### src/rtl/pie_pkg.sv
package pie_pkg;
    localparam int unsigned DATA_W     = 16;
    localparam int unsigned A_CTRL     = 0;
    localparam int unsigned A_ACK      = 1;
    localparam int unsigned A_CEN      = 2;
    localparam int unsigned A_CFLG     = 3;
    localparam int unsigned A_GEN_BASE = 4;
    localparam int unsigned CTRL_FETCH = 0;
    localparam int unsigned CTRL_MASK  = 1;
endpackage

### src/rtl/pie_group.sv
module pie_group #(
    parameter int unsigned GS = 8,
    parameter int unsigned IW = 3
) (
    input  logic          clk,
    input  logic          rst_n,
    input  logic [GS-1:0] src_pulse,
    input  logic          en_we,
    input  logic          flag_clr_we,
    input  logic [GS-1:0] wdata,
    input  logic          take_clr,
    input  logic          ack,
    output logic [GS-1:0] en_o,
    output logic [GS-1:0] flag_o,
    output logic          has_src,
    output logic          line,
    output logic [IW-1:0] src_idx
);
    typedef struct packed {
        logic [GS-1:0] en;
        logic [GS-1:0] flag;
    } grp_state_t;

    grp_state_t    st_d, st_q;
    logic [GS-1:0] pend;
    logic [GS-1:0] clr_mask;

    always_comb begin
        pend    = st_q.flag & st_q.en;
        has_src = |pend;
        src_idx = '0;
        for (int i = int'(GS) - 1; i >= 0; i--) begin
            if (pend[i]) src_idx = IW'(i);
        end
        line = has_src & ~ack;

        clr_mask = '0;
        if (flag_clr_we) clr_mask = wdata;
        if (take_clr)    clr_mask[src_idx] = 1'b1;

        st_d = st_q;
        if (en_we) st_d.en = wdata;
        st_d.flag = (st_q.flag & ~clr_mask) | src_pulse;
    end

    always_ff @(posedge clk) begin
        if (!rst_n) st_q <= '0;
        else        st_q <= st_d;
    end

    assign en_o   = st_q.en;
    assign flag_o = st_q.flag;

    p_flag_set_r1: assert property (@(posedge clk) disable iff (!rst_n)
        (src_pulse != '0) |=> ((st_q.flag & $past(src_pulse)) == $past(src_pulse)));

    p_take_clears_r6: assert property (@(posedge clk) disable iff (!rst_n)
        (take_clr && !src_pulse[src_idx]) |=> !st_q.flag[$past(src_idx)]);
endmodule

### src/rtl/pie_core.sv
module pie_core
    import pie_pkg::*;
#(
    parameter int unsigned NG = 12,
    parameter int unsigned GS = 8,
    parameter int unsigned IW = 3,
    parameter int unsigned VW = 7
) (
    input  logic                 clk,
    input  logic                 rst_n,
    input  logic [NG-1:0]        grp_line,
    input  logic [NG-1:0]        grp_has,
    input  logic [NG-1:0][IW-1:0] grp_idx,
    input  logic                 take,
    input  logic                 ctrl_we,
    input  logic                 ack_we,
    input  logic                 cen_we,
    input  logic                 cflg_we,
    input  logic [DATA_W-1:0]    wdata,
    output logic [NG-1:0]        take_clr,
    output logic [NG-1:0]        ack_o,
    output logic [NG-1:0]        cen_o,
    output logic [NG-1:0]        cflag_o,
    output logic                 fetch_en_o,
    output logic                 gmask_o,
    output logic                 req,
    output logic                 vec_valid,
    output logic [VW-1:0]        vec_index
);
    localparam int unsigned NS = NG * GS;
    localparam int unsigned GW = (NG > 1) ? $clog2(NG) : 1;

    typedef struct packed {
        logic [NG-1:0] ack;
        logic [NG-1:0] cen;
        logic [NG-1:0] cflag;
        logic          fetch_en;
        logic          gmask;
        logic          vv;
        logic [VW-1:0] vidx;
    } core_state_t;

    core_state_t   st_d, st_q;
    logic [NG-1:0] pending;
    logic [GW-1:0] sel;
    logic          take_ok;
    logic          sel_has;
    logic [IW-1:0] sel_idx;
    logic          serve_src;
    logic [NG-1:0] sel_oh;
    logic [NG-1:0] ack_set;
    logic [NG-1:0] ack_clr;
    logic [NG-1:0] cflg_clr;

    always_comb begin
        pending = st_q.cflag & st_q.cen;
        req     = (|pending) & ~st_q.gmask;
        sel     = '0;
        for (int g = int'(NG) - 1; g >= 0; g--) begin
            if (pending[g]) sel = GW'(g);
        end
        sel_has = grp_has[sel];
        sel_idx = grp_idx[sel];
        take_ok = take & req;
        serve_src = take_ok & st_q.fetch_en & sel_has;

        sel_oh      = '0;
        sel_oh[sel] = 1'b1;
        take_clr    = serve_src ? sel_oh : '0;
        ack_set     = take_clr;
        ack_clr     = ack_we ? wdata[NG-1:0] : '0;
        cflg_clr    = (cflg_we ? wdata[NG-1:0] : '0) | (take_ok ? sel_oh : '0);

        st_d = st_q;
        if (ctrl_we) begin
            st_d.fetch_en = wdata[CTRL_FETCH];
            st_d.gmask    = wdata[CTRL_MASK];
        end
        if (cen_we) st_d.cen = wdata[NG-1:0];
        st_d.ack   = (st_q.ack & ~ack_clr) | ack_set;
        st_d.cflag = (st_q.cflag & ~cflg_clr) | (grp_line & ~ack_set);
        st_d.vv    = take_ok;
        if (take_ok) begin
            if (st_q.fetch_en && sel_has)
                st_d.vidx = VW'(int'(sel) * int'(GS) + int'(sel_idx));
            else
                st_d.vidx = VW'(int'(NS) + int'(sel));
        end
    end

    always_ff @(posedge clk) begin
        if (!rst_n) begin
            st_q       <= '0;
            st_q.gmask <= 1'b1;
        end else begin
            st_q <= st_d;
        end
    end

    assign ack_o      = st_q.ack;
    assign cen_o      = st_q.cen;
    assign cflag_o    = st_q.cflag;
    assign fetch_en_o = st_q.fetch_en;
    assign gmask_o    = st_q.gmask;
    assign vec_valid  = st_q.vv;
    assign vec_index  = st_q.vidx;

    p_ack_blocks_r4: assert property (@(posedge clk) disable iff (!rst_n)
        (st_q.ack & grp_line) == '0);

    p_ack_set_r6: assert property (@(posedge clk) disable iff (!rst_n)
        (|take_clr) |=> ((st_q.ack & $past(take_clr)) == $past(take_clr)));

    p_vec_after_take_r5: assert property (@(posedge clk) disable iff (!rst_n)
        vec_valid |-> $past(take));

    p_no_take_r9: assert property (@(posedge clk) disable iff (!rst_n)
        (take && !req) |=> !vec_valid);

    p_vec_range_r5: assert property (@(posedge clk) disable iff (!rst_n)
        vec_valid |-> (int'(vec_index) < int'(NS + NG)));
endmodule

### src/rtl/pie_top.sv
module pie_top
    import pie_pkg::*;
#(
    parameter int unsigned NUM_GROUPS = 12,
    parameter int unsigned GROUP_SIZE = 8,
    parameter int unsigned ADDR_W     = 5,
    parameter int unsigned VEC_W      = $clog2(NUM_GROUPS * GROUP_SIZE + NUM_GROUPS)
) (
    input  logic                             clk,
    input  logic                             rst_n,
    input  logic [NUM_GROUPS*GROUP_SIZE-1:0] src_pulse,
    input  logic                             bus_sel,
    input  logic                             bus_wr,
    input  logic [ADDR_W-1:0]                bus_addr,
    input  logic [DATA_W-1:0]                bus_wdata,
    output logic [DATA_W-1:0]                bus_rdata,
    output logic                             cpu_req,
    input  logic                             cpu_take,
    output logic                             vec_valid,
    output logic [VEC_W-1:0]                 vec_index
);
    localparam int unsigned NG         = NUM_GROUPS;
    localparam int unsigned GS         = GROUP_SIZE;
    localparam int unsigned IW         = (GS > 1) ? $clog2(GS) : 1;
    localparam int unsigned GFL_BASE   = A_GEN_BASE + NG;

    logic                 wr_en;
    logic                 ctrl_we, ack_we, cen_we, cflg_we;
    logic [NG-1:0]        gen_we, gfl_we;
    logic [NG-1:0]        grp_line, grp_has, take_clr;
    logic [NG-1:0][IW-1:0] grp_idx;
    logic [NG-1:0][GS-1:0] gen_arr, gfl_arr;
    logic [NG-1:0]        ack_q, cen_q, cflag_q;
    logic                 fetch_en_q, gmask_q;

    assign wr_en   = bus_sel & bus_wr;
    assign ctrl_we = wr_en && (bus_addr == ADDR_W'(A_CTRL));
    assign ack_we  = wr_en && (bus_addr == ADDR_W'(A_ACK));
    assign cen_we  = wr_en && (bus_addr == ADDR_W'(A_CEN));
    assign cflg_we = wr_en && (bus_addr == ADDR_W'(A_CFLG));

    for (genvar g = 0; g < NG; g++) begin : g_grp
        assign gen_we[g] = wr_en && (bus_addr == ADDR_W'(A_GEN_BASE + g));
        assign gfl_we[g] = wr_en && (bus_addr == ADDR_W'(GFL_BASE + g));

        pie_group #(.GS(GS), .IW(IW)) u_group (
            .clk         (clk),
            .rst_n       (rst_n),
            .src_pulse   (src_pulse[g*GS +: GS]),
            .en_we       (gen_we[g]),
            .flag_clr_we (gfl_we[g]),
            .wdata       (bus_wdata[GS-1:0]),
            .take_clr    (take_clr[g]),
            .ack         (ack_q[g]),
            .en_o        (gen_arr[g]),
            .flag_o      (gfl_arr[g]),
            .has_src     (grp_has[g]),
            .line        (grp_line[g]),
            .src_idx     (grp_idx[g])
        );
    end

    pie_core #(.NG(NG), .GS(GS), .IW(IW), .VW(VEC_W)) u_core (
        .clk        (clk),
        .rst_n      (rst_n),
        .grp_line   (grp_line),
        .grp_has    (grp_has),
        .grp_idx    (grp_idx),
        .take       (cpu_take),
        .ctrl_we    (ctrl_we),
        .ack_we     (ack_we),
        .cen_we     (cen_we),
        .cflg_we    (cflg_we),
        .wdata      (bus_wdata),
        .take_clr   (take_clr),
        .ack_o      (ack_q),
        .cen_o      (cen_q),
        .cflag_o    (cflag_q),
        .fetch_en_o (fetch_en_q),
        .gmask_o    (gmask_q),
        .req        (cpu_req),
        .vec_valid  (vec_valid),
        .vec_index  (vec_index)
    );

    always_comb begin
        bus_rdata = '0;
        if (bus_addr == ADDR_W'(A_CTRL)) begin
            bus_rdata[CTRL_FETCH] = fetch_en_q;
            bus_rdata[CTRL_MASK]  = gmask_q;
        end
        if (bus_addr == ADDR_W'(A_ACK))  bus_rdata[NG-1:0] = ack_q;
        if (bus_addr == ADDR_W'(A_CEN))  bus_rdata[NG-1:0] = cen_q;
        if (bus_addr == ADDR_W'(A_CFLG)) bus_rdata[NG-1:0] = cflag_q;
        for (int g = 0; g < int'(NG); g++) begin
            if (bus_addr == ADDR_W'(int'(A_GEN_BASE) + g)) bus_rdata[GS-1:0] = gen_arr[g];
            if (bus_addr == ADDR_W'(int'(GFL_BASE) + g))   bus_rdata[GS-1:0] = gfl_arr[g];
        end
    end
endmodule

### config.mk
export PLATFORM = sky130hd
export DESIGN_NAME = pie_top
export DESIGN_NICKNAME = d
export VERILOG_FILES = /design/src/rtl/pie_pkg.sv /design/src/rtl/pie_group.sv /design/src/rtl/pie_core.sv /design/src/rtl/pie_top.sv
export SDC_FILE = /design/constraint.sdc
export NUM_CORES = 1
export LEC_CHECK = 0
export BUFFER_PORTS_ARGS = -buffer_cell sky130_fd_sc_hd__buf_2
export CAP_MARGIN = 0
export CORE_ASPECT_RATIO = 1.1
export CORE_MARGIN = 2
export CORE_UTILIZATION = 50
export DETAILED_ROUTE_END_ITERATION = 10
export PLACE_DENSITY = 0.75
export SYNTH_ARGS = -nofsm -noshare
export SYNTH_HDL_FRONTEND = slang
export SYNTH_HIERARCHICAL = 1
export SYNTH_SLANG_ARGS = --single-unit
### constraint.sdc
create_clock -name clk -period 3 [get_ports clk]
set_input_delay 0.6 -clock clk [delete_from_list [all_inputs] [get_ports clk]]
set_output_delay 0.6 -clock clk [all_outputs]
set_load 0.01 [all_outputs]
# Word-level counts from Yosys, hierarchy flattened
# Index checks and enable logic that the tools add are counted.
[op_classes]
n_addsub = 2
n_lt_le_gt_ge = 26
n_eq_ne = 27
n_mux = 195
bitwise = 100
n_reduce_logical = 56
[op_table]
columns = ["operator", "count"]
rows = [
  ["2-to-1 mux 8 bit", 48],
  ["2-to-1 mux 3 bit", 97],
  ["AND 8 bit", 24],
  ["OR 8 bit", 24],
  ["inverter 8 bit", 12],
  ["OR reduction 8 bit", 12],
  ["2-to-1 mux 12 bit", 7],
  ["== test 5 bit, second input constant", 12],
  ["AND 12 bit", 4],
  ["< comparator 3 x 4 -> 1 bit, second input constant", 12],
  ["2-to-1 mux 4 bit", 12],
  ["logical AND 1 bit", 42],
  ["== test 5 x 4 -> 1 bit, second input constant", 8],
  ["demux 1 bit (select 3 bit)", 12],
  [">= comparator 3 x 1 -> 1 bit, second input constant", 12],
  ["inverter 12 bit", 3],
  ["OR 12 bit", 3],
  ["== test 5 x 3 -> 1 bit, second input constant", 4],
  ["AND 1 bit", 17],
  ["2-to-1 mux 1 bit", 14],
  ["inverter 1 bit", 13],
  ["binary-select mux 3 bit (select 4 bit)", 1],
  ["OR reduction 12 bit", 1],
  ["== test 5 x 2 -> 1 bit, second input constant", 2],
  ["other kinds (10)", 10],
]
[totals]
regBits = 238
input_bits = 122
out_inout_bits = 25
word_cells = 437

# Depth between registers and ports, before layout
# Gate-level depths: netlist (run 1).
[depth]
depth_word = 29
ltp_mapped = 15
mapped_depth_nobuf = 14

# By module
# Netlist (run 1), hierarchy kept.
[by_module_without_submodules]
columns = ["mod", "instances", "cells_each", "area_each_um2", "seq_area_each_um2"]
rows = [
  ["pie_group", 12, 96, 862.1, 320.3],
  ["pie_top", 1, 513, 3151.8, 0.0],
  ["pie_core", 1, 376, 2920.3, 920.9],
]

# Worst setup path before layout (run 1)
# No wires, ideal clock.
[synth_path]
kind = "input to output"
startpoint = "input bus_addr[2]"
endpoint = "output bus_rdata[4]"
arrival_time_ps = 2182
required_time_ps = 2400
setup_slack_ps = 218
stages = 8
n_path_buf = 2
cell_sequence = "buf_6 buf_6 or3_4 nor2_2 o221ai_2 a222oi_1 o221ai_1 a221oi_2"
[synth_between]
elab_chain_len = 28
word_cells_on_any_way = 54
cone_classes = "27 x eq/ne; 27 x mux"
[synth_rtl]
columns = ["element", "line", "text"]
rows = [
  ["start: declaration", "pie_top.sv:14", "input logic [ADDR_W-1:0] bus_addr,"],
  ["== test 5 x 1 -> 1 bit", "pie_top.sv:92", "if (bus_addr == ADDR_W'(A_ACK)) bus_rdata[NG-1:0] = ack_q;"],
  ["2-to-1 mux 12 bit", "pie_top.sv:92", ""],
  ["2-to-1 mux 12 bit", "pie_top.sv:93", "if (bus_addr == ADDR_W'(A_CEN)) bus_rdata[NG-1:0] = cen_q;"],
  ["2-to-1 mux 12 bit", "pie_top.sv:94", "if (bus_addr == ADDR_W'(A_CFLG)) bus_rdata[NG-1:0] = cflag_q;"],
  ["2-to-1 mux 8 bit", "pie_top.sv:96", "if (bus_addr == ADDR_W'(int'(A_GEN_BASE) + g)) bus_rdata[GS-1:0] = gen_arr[g];"],
  ["2-to-1 mux 8 bit", "pie_top.sv:97", "if (bus_addr == ADDR_W'(int'(GFL_BASE) + g)) bus_rdata[GS-1:0] = gfl_arr[g];"],
  ["2-to-1 mux 8 bit", "pie_top.sv:96", ""],
  ["2-to-1 mux 8 bit", "pie_top.sv:97", ""],
  ["[... 12 more ...]", "-", ""],
  ["2-to-1 mux 8 bit", "pie_top.sv:96", ""],
  ["2-to-1 mux 8 bit", "pie_top.sv:97", ""],
  ["2-to-1 mux 8 bit", "pie_top.sv:96", ""],
  ["2-to-1 mux 8 bit", "pie_top.sv:97", ""],
  ["2-to-1 mux 8 bit", "pie_top.sv:96", ""],
  ["2-to-1 mux 8 bit", "pie_top.sv:97", ""],
  ["2-to-1 mux 8 bit", "pie_top.sv:96", ""],
  ["2-to-1 mux 8 bit *", "pie_top.sv:97", ""],
  ["end: declaration", "pie_top.sv:16", "output logic [DATA_W-1:0] bus_rdata,"],
]
# Mark *: on every way between the ends. The rest lies on a longest branch, timed or not.

# Worst setup path after layout (run 1)
# Same ends and word-level chain as after synthesis.

==> results summary, run 1 <==
The run finished, with violations left. The final reports fail on setup timing. The later pin in the worst-skew pair is clocked with a latency of 0.57 ns.

The floorplan step defined a die boundary enclosing 34300 um^2. The global route total overflow came out at 0. The number of buffers created by CTS is 27. Buffers inserted to repair hold after CTS numbered 0. Entering global routing, the biggest net connects 95 pins.

During synthesis, Yosys emitted a total of 6 warnings. The routed length per instance came out at 25.7 um. The filler cell count in the final layout came out at 2670.

STA classifies the critical path startpoint as an input pin. The minimum setup slack in the final design came out at -0.212 ns. The highest clock frequency the design can meet is 311 MHz. The clock period minus final worst setup slack came out at 3.21 ns.

The max-slew violation count came out at 0. Across every metal layer, demand over resource in global routing totals 43.3%. STA puts the critical path data arrival time at 2.61 ns. The estimated wirelength of the detail-placed design is 57800 um. The remaining antenna violation count after routing came out at 0. The number of levels the H-tree was split into came out at 1. The via-per-instance ratio came out at 6.54. At the pin with the least slew margin, the transition time is 0.946 ns.

The utilization after layout came out at 68.6%. The leakage power total is 8.50 nW. The worst stage delay on the critical path came out at 0.37 ns. The DRC marker count from the first detailed-route iteration is 2451. The required time at the endpoint of the critical path is 2.40 ns. The library cells used most frequently in the layout, excluding fill and tap cells, are sky130_fd_sc_hd__buf_4 (378), sky130_fd_sc_hd__dfxtp_1 (234), sky130_fd_sc_hd__nand2_1 (202). The starting density of the core came out at 50.8%. The count of clock tree sinks came out at 238. The multi-input logic area is 11400 um^2. The standard-cell row count is 69. The mean cell area of the mapped netlist is 8.04 um^2. The number of antenna violations at the first check in global routing came out at 2.

Setup violations remaining at the end of the flow were counted as 8. CTS placed an instance of sky130_fd_sc_hd__clkbuf_16 at the clock tree root. The total area of sequential cells came out at 4770 um^2. The via count of the first global-routing pass is 19.2k.

The final weighted congestion in routability-driven placement came out at 1.09. The die extent in y is 194 um. TritonCTS built the clock tree. The maximum net fanout on the critical path came out at 7. The count of input and output buffers came out at 138. Among all stages on the critical path, the largest delay is contributed by sky130_fd_sc_hd__or3_4.

The number of synthesized flops with an enable pin is 0. The longest clock path from root to sink contains 3 buffers. The async set-or-reset flop fraction in the synthesized netlist is 0%. The headroom to the max-slew limit is 36.9%. Power spread over the standard cell area amounts to 389 nW/um^2. The layout-stage area growth over the synthesis result is 35.0%. The worst hold path belongs to the class in -> reg. The minimum setup slack after placement came out at -0.520 ns. The most used flip-flop cell after synthesis is sky130_fd_sc_hd__dfxtp_1. Max-cap violations in this run came to 0. For this block, the routed nets add up to 76200 um of wire.

The signal on the critical path passes through buf_12 -> buf_12 -> or3_4 -> nor2_4 -> o221ai_2 -> a222oi_1 -> buf_4 -> o221ai_4 -> a221oi_2 -> buf_2. The sequential share of the synthesized area is 29.0%. Setup repair after global routing could not meet its margin everywhere. Synthesis produced 2041 cells. The fraction of final layout cells sized beyond drive strength 1 is 32.8%.

Grouping stages by cell kind, the critical path spends the most delay in compound AO/OA/AOI/OAI gates. The synthesized netlist occupies a cell area of 16400 um^2. The die width came out at 177 um. The first-pass iteration count of the detailed router is 6. The number of unique standard cell types used by synthesis is 102. The final number of hold-violating endpoints came to 0. By instance count, the cell type seen most on the critical path is sky130_fd_sc_hd__buf_12. The critical path in this run is classified as in -> out.

The area of the core came out at 32300 um^2. The final layout contains 2641 nets. Dividing the final minimum period by the clock period gives 107%. Synthesis inferred 238 register bits. STA classifies the critical path endpoint as an output port. The first global-routing pass estimated 115000 um of wire. The number of DRC violations after detailed routing is 0.

The library cell used most frequently in the layout, excluding fill and tap cells, is sky130_fd_sc_hd__buf_4. IR analysis of the VDD net gives a maximum drop of 455 uV. The via total after detailed routing is 19.4k. The I/O pin count is 147. The critical path contains buffers and inverters numbering 4 combined. The clock-pin slew on the worst setup and hold paths came out at 0.06 ns.

Between clock sinks in the finished design, the worst skew comes to 0.00984 ns.
## area by class of cell
type                    count  share of cell area, %
flip-flops and latches    238                   21.5
inverters                  69                   1.30
multi-input cells        1633                   51.6
well taps                 426                   2.41
clock inverters            17                   1.36
diodes                      1                 0.0113
clock buffers              32                   3.18
repair buffers            550                   18.6
## where the power goes
part | total [mW] | leakage, nW | internal [mW] | switching [mW]
Clock | 3.84 | 0.483 | 2.37 | 1.48
Combinational | 1.40 | 6.06 | 0.621 | 0.778
Sequential | 3.37 | 1.95 | 3.26 | 0.108
Total | 8.61 | 8.50 | 6.25 | 2.36
## worst min-delay path, delay by kind of cell
family / cells / cell delay (ns)
AOI/OAI and AO/OA: 1 / 0.06
buffers and inverters: 2 / 0.14
## cells in the mapped netlist, types with 10 or more instances
| master | instances | area share (%) |
|---|---|---|
| sky130_fd_sc_hd__dfxtp_1 | 238 | 29 |
| sky130_fd_sc_hd__nor3_1 | 72 | 2.2 |
| sky130_fd_sc_hd__o21ai_0 | 163 | 5.0 |
| sky130_fd_sc_hd__inv_1 | 57 | 1.3 |
| sky130_fd_sc_hd__a21oi_2 | 12 | 0.64 |
| sky130_fd_sc_hd__a21boi_0 | 102 | 4.7 |
| sky130_fd_sc_hd__a221oi_1 | 12 | 0.64 |
| sky130_fd_sc_hd__a22oi_1 | 51 | 2.3 |
| sky130_fd_sc_hd__nand2_2 | 12 | 0.46 |
| sky130_fd_sc_hd__o211ai_4 | 12 | 1.6 |
| sky130_fd_sc_hd__o21a_1 | 17 | 0.78 |
| sky130_fd_sc_hd__and3_1 | 11 | 0.42 |
| sky130_fd_sc_hd__nor3b_1 | 21 | 0.96 |
| sky130_fd_sc_hd__a31oi_1 | 45 | 1.7 |
| sky130_fd_sc_hd__o31ai_1 | 14 | 0.64 |
| sky130_fd_sc_hd__a31oi_2 | 24 | 1.8 |
| sky130_fd_sc_hd__a21oi_1 | 123 | 3.7 |
| sky130_fd_sc_hd__nor2b_1 | 129 | 4.9 |
| sky130_fd_sc_hd__a211oi_1 | 10 | 0.46 |
| sky130_fd_sc_hd__nand3_1 | 68 | 2.1 |
| sky130_fd_sc_hd__nor2_1 | 128 | 2.9 |
| sky130_fd_sc_hd__mux2i_1 | 126 | 7.7 |
| sky130_fd_sc_hd__and2_4 | 12 | 0.64 |
| sky130_fd_sc_hd__inv_4 | 12 | 0.46 |
| sky130_fd_sc_hd__buf_2 | 38 | 1.2 |
| sky130_fd_sc_hd__nand2_1 | 207 | 4.7 |
| sky130_fd_sc_hd__o22ai_1 | 20 | 0.76 |
| sky130_fd_sc_hd__a22o_1 | 32 | 1.7 |
| sky130_fd_sc_hd__nand3_2 | 12 | 0.73 |
| sky130_fd_sc_hd__a41oi_4 | 12 | 2.0 |
| sky130_fd_sc_hd__clkbuf_1 | 43 | 0.98 |
## worst paths after layout
kind	endpoint	slack, ns	start	cells after the start
min	g_grp[11].u_group/flag_o[0]	0.28	src_pulse[88]	3
min reg2reg	u_core/vec_index[4]	0.47	u_core/vec_index[4]	2
max reg2reg	g_grp[5].u_group/flag_o[4]	0.03	u_core/cflag_o[7]	14
max	bus_rdata[4]	-0.21	bus_addr[2]	10
## flip-flops by register name, indices dropped and copies added, names as in the netlist
register / cells
u_core/gmask_o: 1
g_grp.u_group/en_o: 96
u_core/fetch_en_o: 1
g_grp.u_group/flag_o: 96
u_core/cflag_o: 12
u_core/vec_valid: 1
u_core/cen_o: 12
u_core/vec_index: 7
u_core/ack_o: 12
## per-layer routing
layer	up-vias	share of wire, %	global-route usage (%)
li1	8569	-	-
met1	9139	37	53.8
met2	1324	44	68.5
met3	365	11	8.67
met4	4	7.5	26.9
met5	-	0.031	0
## what timing repair did
item	4_1_cts	5_1_grt
setup endpoints to repair	22	62
setup buffers	14	1
gates cloned	3	0
gates resized for setup	136	42
pin swaps	44	26
hold endpoints to repair	0	0
## per-stage QoR
| stage | instances | instance area, um^2 | setup TNS (ns) | power, mW | hold slack, ns |
|---|---|---|---|---|---|
| floorplan | 2044 | 16400 | 0 | 3.94 | 0.455 |
| global placement | 2900 | 20200 | -5.25 | 4.63 | 0.451 |
| CTS | 2965 | 22000 | -0.723 | 8.55 | 0.266 |
| global route | 2965 | 22200 | -1.54 | 8.83 | 0.288 |
| finish | 2966 | 22200 | -0.997 | 8.61 | 0.279 |
| detailed placement | 2900 | 20200 | -5.95 | 4.65 | 0.459 |
## logic make-up (layout without fill, tap and decap cells)
group | Yosys count | in the layout | share of synthesized area [%]
AO/OA/AOI/OAI | 758 | 758 | 34.7
AND/OR/NAND/NOR | 738 | 738 | 23.2
flip-flops | 238 | 238 | 29.0
buffers and inverters | 173 | 668 | 4.93
multiplexers | 131 | 131 | 8.05
XOR/XNOR | 2 | 2 | 0.107
other | 1 | 5 | 0.0228
No activity file was read; power rests on OpenSTA's default activity.
==> run 2, diff against run 1 <==
CTS_BUF_LIST = sky130_fd_sc_hd__clkbuf_8   (was not set)
TNS_END_PERCENT = 50   (was not set)
==> run 2 against run 1 <==
The flow still finishes with violations (setup timing). Clock-buffer cell count is 26 higher. Sequential cell count stayed put. First-iteration DRC count is 7.5% higher. Clock power is 8.1% lower. Routed wire length is 1.7% higher. Combinational power hardly changed. Largest cell class unchanged.
==> results summary, run 2 (synthesis results as in run 1) <==
The run finished, with violations left. The final reports fail on setup timing. The area of the core is 32300 um^2 (unchanged).

STA classifies the critical path endpoint as an output port. The number of DRC violations after detailed routing came out at 0 (unchanged). The number of antenna violations at the first check in global routing is 1 (-1). The max-slew violation count is 0 (unchanged). The number of buffers between clock root and the deepest sink came to 3 (unchanged). The first-pass iteration count of the detailed router is 8 (+2). The starting density of the core came out at 50.8% (unchanged).

The die extent in y is 194 um (unchanged). The non-filler instance count after layout came out at 3007 (+1.4%). The hold path depth is 3 (unchanged). The remaining antenna violation count after routing came out at 0 (unchanged). The number of buffers created by CTS was 43 (+59%). The via total after detailed routing is 19.8k (+1.9%). The pin count of the biggest net entering global routing came out at 95 (unchanged). The routed wire length is 77500 um (+1.7%). The routed length per instance is 25.8 um (+0.34%). The clock-pin slew on the worst setup and hold paths came to 0.06 ns (about the same).

The floorplan die area is 34300 um^2 (unchanged). The worst setup path is launched from an input pin. The hold-fix buffer count after cts was 0 (unchanged).

The global route total overflow came out at 0 (unchanged). Traced cell by cell, the critical path runs through buf_12 -> buf_12 -> or3_4 -> nor2_4 -> o221ai_2 -> a222oi_1 -> buf_4 -> o221ai_4 -> a221oi_2 -> buf_2. The minimum setup slack in the final design came to -0.255 ns (-0.0423 ns). By startpoint and endpoint, the worst setup path is classified as in -> out. The via-per-instance ratio came to 6.57 (+0.49%). The post-place instance area came to 20200 um^2 (unchanged). The final design instance area without fill is 22400 um^2 (+1.1%). The leakage power total is 8.64 nW (+1.6%). The final count of negative-setup-slack endpoints came out at 8 (unchanged). The total of max-cap violations came out at 0 (unchanged). Leaving out fill and tap cells, the most frequent cell in the layout is sky130_fd_sc_hd__buf_4. The worst-case reg-to-reg path depth came out at 13 (-1). The diode insertion count for antenna repair is 0 (-1).

The power density over the cells is 372 nW/um^2 (-4.2%). The worst-case vdd ir drop came to 324 uV (-29%). The clock period minus final worst setup slack was 3.25 ns (+0.0423 ns).

The required time at the endpoint of the critical path came to 2.40 ns (about the same). The final weighted congestion in routability-driven placement came to 1.09 (unchanged). The via count of the first global-routing pass is 19.4k (+1.0%). The top cell types in the final layout, fill and taps aside, are sky130_fd_sc_hd__buf_4 (383), sky130_fd_sc_hd__dfxtp_1 (234), sky130_fd_sc_hd__nand2_1 (202).

The die width is 177 um (unchanged). Setup repair after global routing could not meet its margin everywhere. CTS placed an instance of sky130_fd_sc_hd__clkbuf_8 at the clock tree root.

The setup clock skew after layout came out at 0.0249 ns (+0.0151 ns). The headroom to the max-slew limit was 36.4% (-0.47 points). The filler cell count in the final layout came out at 2633 (-1.4%).

The number of nets in the layout came out at 2669 (+1.1%). The latest clock arrival within the worst-skew pair is 0.60 ns (+0.03 ns). Among all stages on the critical path, the largest delay is contributed by sky130_fd_sc_hd__a222oi_1. The number of placed cells counting well taps was 2900 (unchanged). The worst endpoint data arrival time came out at 2.65 ns (+0.04 ns). The pin slew with the least headroom to its limit is 0.953 ns (+0.00707 ns). The DRC marker count from the first detailed-route iteration is 2635 (+7.5%). The most prevalent standard cell on the critical path is sky130_fd_sc_hd__buf_12. The highest clock frequency the design can meet came out at 307 MHz (-1.3%).

The worst hold-check slack came to 0.246 ns (-0.0332 ns). The worst stage delay on the critical path is 0.39 ns (+0.02 ns). The layout-stage area growth over the synthesis result came out at 36.5%. The final number of hold-violating endpoints came out at 0 (unchanged). The maximum net fanout on the critical path came out at 7 (unchanged). The worst hold path belongs to the class in -> reg. The utilization after layout is 69.4% (+0.77 points). The number of levels the H-tree was split into is 2 (+1). The I/O pin count was 147 (unchanged).

The count of input and output buffers is 138 (unchanged). The global-route usage over all layers was 43.7% (+0.40 points). The standard-cell row count came out at 69 (unchanged). TritonCTS built the clock tree. The estimated wirelength of the detail-placed design came to 57800 um (unchanged). The fraction of final layout cells sized beyond drive strength 1 is 34.5% (+1.7 points).

The final cycle utilization of the critical path is 108% (+1.4 points). The wire length of the first global-routing pass came out at 115000 um (+0.57%). The count of clock tree sinks was 238 (unchanged).
## run 2: report_power, final
| part | switching, mW | internal [mW] | leakage, nW | total, mW |
|---|---|---|---|---|
| registers | 0.108 | 3.26 | 1.95 | 3.37 |
| logic | 0.799 | 0.633 | 6.15 | 1.43 |
| clock network | 1.54 | 1.99 | 0.537 | 3.53 |
## run 2: final timing paths
check | from | to | slack, ns
worst max-delay path | bus_addr[2] | bus_rdata[4] | -0.25
worst min-delay path | src_pulse[80] | g_grp[10].u_group/flag_o[0] | 0.25
worst max register to register | u_core/cflag_o[3] | g_grp[6].u_group/flag_o[5] | 0.05
worst min register to register | u_core/vec_index[4] | u_core/vec_index[4] | 0.47
## run 2: worst max-delay path: cells and delay by family
kind                   cells  cell delay, ns
buffers and inverters      4            0.64
AO/OA/AOI/OAI              4            0.95
AND/OR/NAND/NOR            2            0.47
## run 2: repair_timing
item / 4_1_cts / 5_1_grt
setup buffers: 10 / 17
gates cloned: 2 / 2
resized for setup: 129 / 86
pin swaps: 37 / 40
setup endpoints to repair: 22 / 63
## run 2: area by class of cell
| type | count | area [um^2] | area share, % |
|---|---|---|---|
| Multi-Input combinational cell | 1633 | 11600 | 51.7 |
| Sequential cell | 238 | 4770 | 21.3 |
| Timing Repair Buffer | 562 | 4250 | 19.0 |
| Clock buffer | 58 | 798 | 3.56 |
| Tap cell | 426 | 533 | 2.38 |
| Inverter | 69 | 289 | 1.29 |
| Clock inverter | 21 | 178 | 0.793 |
## run 2: metal layers
metal	track usage (%)	share of wire, %
met5	0	0
met3	9.31	11
met2	68.8	44
met1	54.2	38
met4	27.2	7.2
## run 2: stage by stage
stage | setup WS [ns] | TNS, ns | total power [mW]
final | -0.255 | -1.07 | 8.34
after detailed placement | -0.520 | -5.95 | 4.65
after global placement | -0.483 | -5.25 | 4.63
after CTS | -0.170 | -0.623 | 8.21
after floorplan | 0.218 | 0 | 3.94
after global routing | -0.248 | -1.41 | 8.55
